### src/rtl/serial_rx_frontend.sv
module serial_rx_frontend #(
  parameter int OVS = 16
) (
  input  logic       clk,
  input  logic       rst_n,
  input  logic       tick,
  input  logic       rx_in,
  input  logic       rx_en,
  input  logic       dst_full,
  input  logic [1:0] char_len,
  input  logic       parity_on,
  input  logic       parity_even,
  input  logic       parity_stick,
  output logic       wr_stb,
  output logic [7:0] wr_data,
  output logic       err_parity,
  output logic       err_frame
);
  localparam int CW = $clog2(OVS);
  localparam logic [CW-1:0] PH_FULL = CW'(OVS - 1);
  localparam logic [CW-1:0] PH_HALF = CW'(OVS / 2 - 1);

  typedef enum logic [2:0] {S_IDLE, S_START, S_DATA, S_PAR, S_STOP} st_t;
  st_t st;
  logic rx_s, rx_prev, bad_par;
  logic [CW-1:0] ph;
  logic [2:0] bi;
  logic [7:0] sh;

  wire [2:0] last_bit = {1'b0, char_len} + 3'd4;
  wire exp_par = parity_stick ? ~parity_even : (parity_even ? ^sh : ~^sh);
  wire at_end = (ph == PH_FULL);

  always_ff @(posedge clk or negedge rst_n) begin
    if (!rst_n) begin
      st <= S_IDLE; rx_s <= 1'b1; rx_prev <= 1'b1; ph <= '0; bi <= '0;
      sh <= '0; bad_par <= 1'b0; wr_stb <= 1'b0; wr_data <= '0;
      err_parity <= 1'b0; err_frame <= 1'b0;
    end else begin
      rx_s <= rx_in;
      wr_stb <= 1'b0;
      if (tick) begin
        rx_prev <= rx_s;
        case (st)
          S_IDLE: if (rx_prev && !rx_s) begin st <= S_START; ph <= '0; end
          S_START:
            if (ph == PH_HALF) begin
              ph <= '0;
              if (rx_s) st <= S_IDLE;
              else begin st <= S_DATA; bi <= '0; sh <= '0; bad_par <= 1'b0; end
            end else ph <= ph + 1'b1;
          S_DATA:
            if (at_end) begin
              ph <= '0;
              sh[bi] <= rx_s;
              if (bi == last_bit) st <= parity_on ? S_PAR : S_STOP;
              else bi <= bi + 1'b1;
            end else ph <= ph + 1'b1;
          S_PAR:
            if (at_end) begin
              ph <= '0; bad_par <= (rx_s != exp_par); st <= S_STOP;
            end else ph <= ph + 1'b1;
          S_STOP:
            if (at_end) begin
              ph <= '0; st <= S_IDLE;
              wr_stb <= rx_en && !dst_full;
              wr_data <= sh;
              err_parity <= parity_on && bad_par;
              err_frame <= !rx_s;
            end else ph <= ph + 1'b1;
          default: st <= S_IDLE;
        endcase
      end
    end
  end

  p_start_checked_r2: assert property (@(posedge clk) disable iff (!rst_n)
    (st == S_DATA && $past(st) == S_START) |-> !$past(rx_s));
  p_upper_zero_r3: assert property (@(posedge clk) disable iff (!rst_n)
    (wr_stb && char_len == 2'b00) |-> wr_data[7:5] == 3'b000);
  p_no_parity_flag_r4: assert property (@(posedge clk) disable iff (!rst_n)
    (wr_stb && !$past(parity_on)) |-> !err_parity);
  p_single_pulse_r6: assert property (@(posedge clk) disable iff (!rst_n)
    wr_stb |=> !wr_stb);
  p_write_gated_r7: assert property (@(posedge clk) disable iff (!rst_n)
    wr_stb |-> $past(rx_en && !dst_full && tick));
endmodule

### config.mk
export PLATFORM = sky130hd
export DESIGN_NAME = serial_rx_frontend
export DESIGN_NICKNAME = d
export VERILOG_FILES = /design/src/rtl/serial_rx_frontend.sv
export SDC_FILE = /design/constraint.sdc
export NUM_CORES = 1
export LEC_CHECK = 0
export ABC_AREA = 1
export ABC_CLOCK_PERIOD_IN_PS = 2350
export BUFFER_PORTS_ARGS = -buffer_cell sky130_fd_sc_hd__buf_2
export CELL_PAD_IN_SITES_DETAIL_PLACEMENT = 1
export CELL_PAD_IN_SITES_GLOBAL_PLACEMENT = 1
export CORE_MARGIN = 8
export CORE_UTILIZATION = 42
export CTS_CLUSTER_DIAMETER = 80
export DETAILED_ROUTE_END_ITERATION = 6
export GPL_TIMING_DRIVEN = 1
export HOLD_SLACK_MARGIN = 0.12
export PLACE_DENSITY_LB_ADDON = 0.1
export SLEW_MARGIN = 20
export SYNTH_ARGS = -nofsm -noshare
export SYNTH_HDL_FRONTEND = slang
export SYNTH_SLANG_ARGS = --single-unit
### constraint.sdc
create_clock -name clk -period 2.35 [get_ports clk]
set_clock_uncertainty 0.15 [all_clocks]
set_input_delay 0.47 -clock clk [delete_from_list [all_inputs] [get_ports clk]]
set_output_delay 0.47 -clock clk [all_outputs]
set_load 0.01 [all_outputs]
==> results of run 1 <==
[cell type report]
class | count | area share [%]
inverter | 27 | 5.012
clock buffer | 6 | 3.986
sequential | 32 | 38.77
clock inverter | 2 | 0.4831
timing repair buffer | 22 | 5.435
tap | 52 | 3.140
multi-input combinational | 184 | 43.18
[flip-flops by register name (all words and copies together), names as in the netlist]
signal,count
bad_par,1
err_frame,1
wr_data,8
bi,3
rx_prev,1
wr_stb,1
st,3
ph,4
err_parity,1
rx_s,1
sh,8
[layer usage]
layer | GRT usage, % | up-vias
met4 | 5.088 | 0
met5 | 0 | -
met3 | 4.267 | 7
met1 | 17.85 | 763
met2 | 23.36 | 28
li1 | - | 829
[how the worst min path moves through the flow]
stage                           startpoint                     end  slack, ns  cells after the start
CTS                                  rst_n       bi[1]$_DFFE_PN0P_       0.12                      1
finish                               rst_n       sh[4]$_DFFE_PN0P_        0.1                      1
global route                         rx_in          rx_s$_DFF_PN1_       0.13                      1
floorplan                            rst_n     bad_par$_DFFE_PN0P_       0.02                      0
detailed placement  wr_data[7]$_DFFE_PN0P_  wr_data[7]$_DFFE_PN0P_       0.32                      2
global placement     err_frame$_DFFE_PN0P_   err_frame$_DFFE_PN0P_       0.31                      2
[cell usage in the layout (no fill, tap or decap), types with 2 or more instances in the layout]
cell and count:
o21ai_1 5, xor2_1 2, nand4_1 2, xnor2_1 2, inv_2 4, nand2_2 5
nor3_1 8, ha_1 2, a21oi_1 5, nor2_1 22, buf_2 21, nand3_1 10
nor2_4 4, nand2_1 86, dfstp_2 2, inv_1 22, dfrtp_1 30, o21ai_0 21
clkinv_2 2, clkbuf_8 6
[power by group through the flow]
stage,Combinational (W),Sequential [W],Clock [W]
6_report,0.000762,0.000751,0.000435
4_1_cts,0.000773,0.000750,0.000454
3_3_place_gp,0.000750,0.000759,0
5_1_grt,0.000891,0.000767,0.000475
3_5_place_dp,0.000764,0.000759,0
2_1_floorplan,0.000614,0.000727,0
[per-stage QoR]
step	cell area [sq um]	util (%)
3_5_place_dp	1979	46.42
2_1_floorplan	1832	-
3_3_place_gp	1979	46.42
5_1_grt	2072	48.59
6_report	2072	48.59
4_1_cts	2072	48.59
[logic make-up (layout without fill, tap and decap cells)]
kind of cell	after synthesis	after routing	share of synthesized area (%)
AND/OR/NAND/NOR	142	142	34.49
AO/OA/AOI/OAI	36	36	11.07
flip-flops	32	32	43.85
buffers and inverters	32	57	7.308
XOR/XNOR	4	4	1.913
adder cells (fa/ha/maj)	2	2	1.366
==> results_dict.tcl, run 1 <==
set metrics [dict create \
    tritoncts "built" \
    setup_viol 0 \
    synthArstFlopShare_pct 100.0 \
    wl_mm 4.325 \
    cp_slowest_cell "dfrtp_1" \
    min_period_ns 1.868 \
    ys.flop_type "dfrtp_1" \
    antenna_left 0 \
    synth_top_area_share_pct 40.98 \
    cts-hold-fix-buffers 0 \
    dpl_worst_slack_ns 0.4811 \
    die_h_microns 82.04 \
    finalCritPeriodShare_pct 79.47 \
    die_width_microns 82.04 \
    drc 0 \
    path_clk_slew_ns 0.07 \
    area_growth_pct 13.11 \
    vias 1627 \
    path_max_fanout 20 \
    setup.reg_to_reg.worst_slack_ns 0.48 \
    met2_length_mm 1.963 \
    internal_power_w 0.001129 \
    arrival_ns 1.85 \
    critPathBufInv 2 \
    port_buffers 21 \
    gp_congestion 0.7737 \
    rsz0062_at_grt "no" \
    netlist_instances 248 \
    clockBufferDepth 2 \
    vias_per_cell 5.006 \
    synth_cell_type_count 31 \
    synth_largest_area_cell "dfrtp_1" \
    num_antenna_cells 0 \
    crit_start "ph[0]$_DFFE_PN0P_" \
    combPwrFrac_pct 39.1 \
    seqPwrFrac_pct 38.6 \
    initial_core_util_pct 42.96 \
    multiInputGateArea_sq_um 894.6 \
    setup_tns_ns 0 \
    syn_nets 261 \
    required_ns 2.33 \
    final_cells 325 \
    synthTopCellsByCount "nand2_1 (86), dfrtp_1 (30), inv_1 (22), nor2_1 (22), o21ai_0 (21)" \
    synth-seq-area-share_pct 43.85 \
    worst_pin_slew_ns 0.7382 \
    nets 285 \
    io_pins 22 \
    path_depth 7 \
    startpoint_type "register" \
    nFillCells 559 \
    grt_pass1_wl_mm 7.631 \
    numCtsBuffers 5 \
    postSynthAreaPerCell_sq_um 7.386 \
    path_cells "ha_1, nand2_2, inv_1, nand2_1, nor3_2, inv_1, o21ai_0" \
    drv_cap 0 \
    status "complete, no violations" \
    hp-class "input port to asynchronous set/reset pin" \
    grt_max_degree 33 \
    dp_cells 317 \
    clk_latency_ns 0.28 \
    reg2reg_depth 7 \
    cts_root_buf "clkbuf_8" \
    drt-met1-wl_mm 2.086 \
    overflow 0 \
    first_iter_violations 75 \
    drive_gt1_share_pct 19.05 \
    crit_family "buffers and inverters" \
    antenna_found_initial 0 \
    finalHoldViolCount 0 \
    cts.sinks 32 \
    critPathKind "register to register" \
    r2r_start "ph[0]$_DFFE_PN0P_" \
    fmax_mhz 535.4 \
    critical_path.max_stage_delay_ns 0.41 \
    wl_met3_microns 219 \
    cts_resized 0 \
    yosys_warnings 0 \
    finalWorstSetupSlack_ns 0.4824 \
    power.total_w 0.001948 \
    p_sw_w 0.0008189 \
    seq_area_sq_um 803.3 \
    synth_edf_count 0 \
    row_count 24 \
    post_cts_buffers 0 \
    ys_top_cells_by_area "dfrtp_1 (41%), nand2_1 (18%), o21ai_0 (5.7%)" \
    routedWlPerCell_microns 13.31 \
    p_per_area_mw_per_mm2 940.1 \
    timing.rr.end "wr_data[3]$_DFFE_PN0P_" \
    die-area_sq_mm 0.006731 \
    synth_area_sq_mm 0.001832 \
    dp_hpwl_mm 3.269 \
    worst_path_most_repeated_cell "inv_1" \
    slew_viol_final 0 \
    first_global_vias 1667 \
    end_kind "register" \
    endpoint "wr_data[3]$_DFFE_PN0P_" \
    core-area_sq_mm 0.004264 \
    synth-seq-cells 32 \
    grt_usage_pct 14.44 \
    dr.pass1.iters 4 \
    hold_ws_ns 0.09716 \
    ctsHtreeMaxLevel 2 \
    swShare_pct 42.04 \
    top_layer "met4" \
    yosys.cell_count.top_type "nand2_1" \
    irDropWorstVdd_mv 0.4488 \
    relSlewSlack_pct 50.79 \
    p_clk_share_pct 22.3 \
    p_leak_nw 1.070 \
]
Note: power is estimated with default switching activity, not from simulation.
==> inputs of run 2 (changes only) <==
Settings changed: ABC_AREA 1 to 0, ABC_CLOCK_PERIOD_IN_PS 2350 to 1680, CORE_UTILIZATION 42 to 41.
Clock period 2.35 ns to 1.68 ns, I/O delays scaled along.
==> run 2 against run 1 <==
The flow now finishes with violations (negative setup slack). Cell count decreased by 11%. Synthesized area decreased by 0.14%. Power increased by 110%. Critical path type unchanged. Highest routed layer unchanged.
==> results_dict.tcl, run 2 <==
set metrics [dict create \
    area_growth_pct 45.35 \
    place_area_sq_mm 0.002211 \
    antenna_found_initial 0 \
    layout_commonest_cell "buf_4" \
    num_antenna_cells 0 \
    row_count 24 \
    die_width_microns 82.80 \
    synth_top_area_share_pct 41.04 \
    postSynthAreaPerCell_sq_um 10.82 \
    ctsHtreeMaxLevel 2 \
    cp_slowest_cell "dfrtp_2" \
    synthArstFlopShare_pct 100.0 \
    fin_area_sq_mm 0.002659 \
    relSlewSlack_pct 72.28 \
    antenna_left 0 \
    slew_viol_final 0 \
    crit_start "st[0]$_DFFE_PN0P_" \
    cts_root_buf "clkbuf_8" \
    setup.reg_to_reg.worst_slack_ns -0.25 \
    fmax_mhz 518.9 \
    dpl_worst_slack_ns -0.1978 \
    startpoint_type "register" \
    yosys.cell_count.top_type "dfrtp_1" \
    finalHoldViolCount 0 \
    layout.cells.most_common_list "buf_4 (35), dfrtp_1 (28), buf_2 (21)" \
    finalWorstSetupSlack_ns -0.2472 \
    status "finished, violations left" \
    die-area_sq_mm 0.006855 \
    core-area_sq_mm 0.004324 \
    synth-seq-area-share_pct 43.91 \
    syn_nets 182 \
    path_depth 6 \
    path_clk_slew_ns 0.07 \
    grt_pass1_wl_mm 9.142 \
    crit_family "simple AND/OR/NAND/NOR gates" \
    ys.flop_type "dfrtp_1" \
    nets 248 \
    violations "negative setup slack" \
    worst_pin_slew_ns 0.4158 \
    endpoint "sh[0]$_DFFE_PN0P_" \
    clockBufferDepth 2 \
    first_global_vias 1774 \
    worst_path_most_repeated_cell "buf_6" \
    finalCritPeriodShare_pct 114.7 \
    rsz0062_at_grt "yes" \
    cts.sinks 32 \
    min_period_ns 1.927 \
    synth_area_sq_mm 0.001829 \
    critPathBufInv 2 \
    clk_latency_ns 0.28 \
    path_max_fanout 7 \
    vias_per_cell 5.677 \
    gp_congestion 0.8628 \
    irDropWorstVdd_mv 0.7635 \
    grt_max_degree 33 \
    ys_top_cells_by_area "dfrtp_1 (41%), mux2_1 (4.9%), xnor2_1 (4.3%)" \
    synth_largest_area_cell "dfrtp_1" \
    dr.pass1.iters 4 \
    drv_cap 0 \
    hp-class "input port to register" \
    synth_edf_count 0 \
    top_regs "sh (8), wr_data (8), ph (4)" \
    wl_mm 5.697 \
    io_pins 22 \
    reg2reg_depth 6 \
    critical_path.max_stage_delay_ns 0.45 \
    drc 0 \
    critPathKind "register to register" \
    drive_gt1_share_pct 54.66 \
    dp_hpwl_mm 3.561 \
    first_iter_violations 50 \
    routedWlPerCell_microns 19.78 \
    synth_cell_type_count 52 \
    grt_usage_pct 17.15 \
    p_per_area_mw_per_mm2 1562 \
    p_leak_nw 1.181 \
    synth-seq-cells 32 \
    die_h_microns 82.80 \
    arrival_ns 1.97 \
    tritoncts "built" \
    initial_core_util_pct 42.30 \
    timing.rr.end "sh[0]$_DFFE_PN0P_" \
    r2r_start "st[0]$_DFFE_PN0P_" \
    path_cells "or3b_4, buf_6, nor2_4, buf_6, nand4_4, o31ai_1" \
    end_kind "register" \
    port_buffers 21 \
    vias 1635 \
    setup_viol 29 \
    yosys_warnings 0 \
    required_ns 1.72 \
    netlist_instances 169 \
    overflow 0 \
    numCtsBuffers 5 \
    synthTopCellsByCount "dfrtp_1 (30), o21ai_1 (15), nor2_1 (9), xnor2_1 (9)" \
]
run 2: changes by cell type in the layout (fill, tap and decap cells not counted), moves of 14 or more:
cell and change:
nand2_1 -82, buf_4 +34, inv_1 -17, nor2_1 -14, o21ai_0 -20
run 2: cells by family after synthesis:
family / Yosys count / share of synthesized area (%)
xor+xnor: 10 / 4.788
fa+ha+maj: 3 / 1.915
mux: 15 / 8.960
simple gates: 48 / 16.90
flops: 32 / 43.91
compound gates: 47 / 19.63
buf+inv: 14 / 3.898
run 2: worst min-delay path by stage:
stage          start             endpoint  slack, ns  depth (start not counted)
2_1_floorplan  rst_n  bad_par$_DFFE_PN0P_      -0.11                          0
5_1_grt        rx_en     wr_stb$_DFF_PN0_       0.15                          2
4_1_cts        rx_en     wr_stb$_DFF_PN0_       0.15                          2
3_5_place_dp   rst_n    ph[0]$_DFFE_PN0P_       0.24                          2
6_report       rx_en     wr_stb$_DFF_PN0_       0.16                          2
3_3_place_gp   rst_n    ph[0]$_DFFE_PN0P_       0.23                          2
run 2: timing repair:
item | in CTS | in global routing
gates resized for setup | 31 | 22
hold buffers | 2 | 0
hold endpoints to repair | 31 | 0
setup endpoints to repair | 29 | 30
pin swaps | 24 | 17
setup buffers | 12 | 8
gates cloned | 1 | 0
run 2: final cells by class:
cell class	count	area [sq um]
clock buffer	6	72.57
clock inverter	2	35.03
fill	475	1665
inverter	5	18.77
multi-input combinational	123	1161
sequential	32	805.8
tap	52	65.06
timing repair buffer	68	500.5
run 2: through the flow:
step | TNS (ns) | total power (W) | hold slack (ns) | std cells | utilization, %
3_3_place_gp | -1.647 | 0.002725 | 0.2278 | 261 | 51.13
2_1_floorplan | -0.9688 | 0.002198 | -0.1096 | 169 | -
6_report | -4.193 | 0.004153 | 0.1563 | 288 | 61.49
3_5_place_dp | -2.605 | 0.002816 | 0.2391 | 261 | 51.13
5_1_grt | -6.255 | 0.004395 | 0.1550 | 288 | 61.49
4_1_cts | -3.043 | 0.003912 | 0.1544 | 282 | 59.11
run 2: per-layer routing:
| metal | part of all wire [%] | GRT usage [%] | vias to the layer above |
|---|---|---|---|
| li1 | - | - | 748 |
| met1 | 41 | 21.09 | 846 |
| met2 | 54 | 29.68 | 34 |
| met3 | 4.0 | 3.556 | 7 |
| met4 | 0.74 | 4.483 | 0 |
| met5 | 0 | 0 | - |
run 2: where the power goes:
group / internal (W) / total, W / switching, W
Combinational: 0.00117 / 0.00234 / 0.00117
Clock: 0.000440 / 0.000731 / 0.000291
Sequential: 0.000918 / 0.00108 / 0.000159
==> inputs of run 3 (changes only) <==
Settings changed: CORE_UTILIZATION 41 to 43, CTS_BUF_LIST set to sky130_fd_sc_hd__clkbuf_4.
==> run 3 against run 2 <==
The flow still finishes with violations (negative setup slack). Clock power shrank 17%. Critical endpoint unchanged. Critical path depth is the same. Highest routed layer unchanged. Die area shrank 3.8%. Wire length grew 23%. Non-clock buffer count grew 2. Final area grew 1.7%. Core utilization grew 5.1 points. Largest cell class unchanged. Largest power group unchanged. Combinational power grew 4%. First-iteration DRC count grew 86%.
==> results_dict.tcl, run 3 (synthesized netlist as in run 2, its figures left out) <==
set metrics [dict create \
    p_clk_share_pct 14.7 \
    p_sw_w 0.001761 \
    nFillCells 429 \
    die_width_microns 81.23 \
    critPathBufInv 0 \
    cts_root_buf "clkbuf_4" \
    first_iter_violations 93 \
    violations "negative setup slack" \
    min_period_ns 1.967 \
    overflow 0 \
    top_regs "sh (8), wr_data (8), ph (4)" \
    die-area_sq_mm 0.006598 \
    path_clk_slew_ns 0.10 \
    dp_cells 265 \
    row_count 23 \
    path_max_fanout 5 \
    io_pins 22 \
    p_leak_nw 1.184 \
    min-delay-start "parity_stick" \
    arrival_ns 2.09 \
    internal_power_w 0.002393 \
    ctsHtreeMaxLevel 2 \
    cp_slowest_cell "dfrtp_1" \
    wl_mm 7.011 \
    finalHoldViolCount 0 \
    vias_per_cell 5.990 \
    cts.sinks 32 \
    hp-class "input port to register" \
    swShare_pct 42.38 \
    die_h_microns 81.23 \
    path_cells "ha_4, and3b_2, a2bb2oi_4, or2_4, nand4_4, o31ai_2" \
    crit_start "ph[1]$_DFFE_PN0P_" \
    port_buffers 21 \
    gp_congestion 0.8161 \
    setup_tns_ns -5.878 \
    power.total_w 0.004154 \
    clockBufferDepth 2 \
    layout.cells.most_common_list "buf_4 (37), dfrtp_1 (28), buf_2 (21)" \
    critical_path.max_stage_delay_ns 0.43 \
    p_per_area_mw_per_mm2 1536 \
    layout_commonest_cell "buf_4" \
    routedWlPerCell_microns 24.34 \
    dp_hpwl_mm 3.849 \
    dr.pass1.iters 4 \
    finalCritPeriodShare_pct 117.1 \
    final_cells 288 \
    drv_cap 0 \
    grt_max_degree 33 \
    antenna_left 0 \
    finalWorstSetupSlack_ns -0.2873 \
    fin_util_pct 66.64 \
    tritoncts "built" \
    relSlewSlack_pct 76.14 \
    core-area_sq_mm 0.004058 \
    initial_core_util_pct 45.08 \
    startpoint_type "register" \
    drive_gt1_share_pct 54.20 \
    area_growth_pct 47.81 \
    drc 0 \
    fmax_mhz 508.3 \
    vias 1725 \
    rsz0062_at_grt "yes" \
    status "finished, violations left" \
    combPwrFrac_pct 58.5 \
    dpl_worst_slack_ns -0.1784 \
    grt_usage_pct 19.09 \
    antenna_found_initial 0 \
    required_ns 1.80 \
    critPathKind "register to register" \
    numCtsBuffers 5 \
    slew_viol_final 0 \
    nets 250 \
    r2r_start "ph[1]$_DFFE_PN0P_" \
    num_antenna_cells 0 \
    worst_pin_slew_ns 0.3579 \
    first_global_vias 1835 \
    irDropWorstVdd_mv 0.8196 \
    clk_latency_ns 0.35 \
    crit_family "simple AND/OR/NAND/NOR gates" \
    grt_pass1_wl_mm 9.639 \
    setup_viol 29 \
    seqPwrFrac_pct 26.8 \
    end_kind "register" \
]
run 3: cell types whose count changed in the layout (fill, tap and decap cells not counted), moves of 2 or more:
cell           delta
o21ai_4           +3
nand2_1           +2
o21ai_1           -3
buf_12            +3
nand2_2           -2
a21oi_2           -2
dlygate4sd3_1     +3
buf_4             +2
buf_6             -6
clkbuf_8          -5
clkbuf_4          +6
a21oi_1           +2
run 3: timing repair:
action,CTS,global route
endpoints found under the hold margin,35,0
endpoints found under the setup margin,29,30
pin swaps,20,9
buffers inserted,9,4
hold buffers,5,0
gates resized for setup,29,19
cloned,0,0
run 3: path summary, 6_finish.rpt:
path,slack [ns],end,cells after the start
setup / recovery,-0.29,sh[0]$_DFFE_PN0P_,6
hold / removal,0.26,bad_par$_DFFE_PN0P_,4
setup reg to reg,-0.29,sh[0]$_DFFE_PN0P_,6
hold reg to reg,0.37,wr_data[2]$_DFFE_PN0P_,1
max in group asynchronous,0.81,rx_prev$_DFFE_PN1P_,3
min in group asynchronous,0.31,ph[2]$_DFFE_PN0P_,3
run 3: power groups by stage:
stage | combinational, W | sequential [W] | clock (W)
after floorplan | 0.00116 | 0.00104 | 0
after global placement | 0.00171 | 0.00106 | 0
after detailed placement | 0.00180 | 0.00107 | 0
after CTS | 0.00216 | 0.00108 | 0.000614
after global routing | 0.00255 | 0.00113 | 0.000654
final | 0.00243 | 0.00111 | 0.000609
run 3: worst min-delay path, stage by stage:
cell	delay (ns)
buf_2	0.10
nor2_1	0.05
mux2i_1	0.15
o21ai_1	0.09
run 3: layer usage:
layer / wire [microns] / GRT usage (%) / vias up
met5: 0 / 0 / -
met4: 146 / 6.250 / 0
met3: 378 / 4.525 / 12
met2: 3732 / 33.04 / 59
met1: 2754 / 22.69 / 904
li1: - / - / 750
run 3: final cells by class:
| class | instances | area, sq um | share of cell area [%] |
|---|---|---|---|
| Multi-Input combinational cell | 123 | 1199 | 44.33 |
| Sequential cell | 32 | 805.8 | 29.80 |
| Timing Repair Buffer | 70 | 538.0 | 19.90 |
| Tap cell | 50 | 62.56 | 2.314 |
| Clock buffer | 6 | 45.04 | 1.666 |
| Clock inverter | 2 | 35.03 | 1.296 |
| Inverter | 5 | 18.77 | 0.6941 |
run 3: metrics by stage:
stage / cell area [sq um] / hold WS [ns]
2_1_floorplan: 1874 / -0.1096
3_3_place_gp: 2266 / 0.1521
3_5_place_dp: 2266 / 0.1596
4_1_cts: 2595 / 0.2353
5_1_grt: 2704 / 0.2729
6_report: 2704 / 0.2634
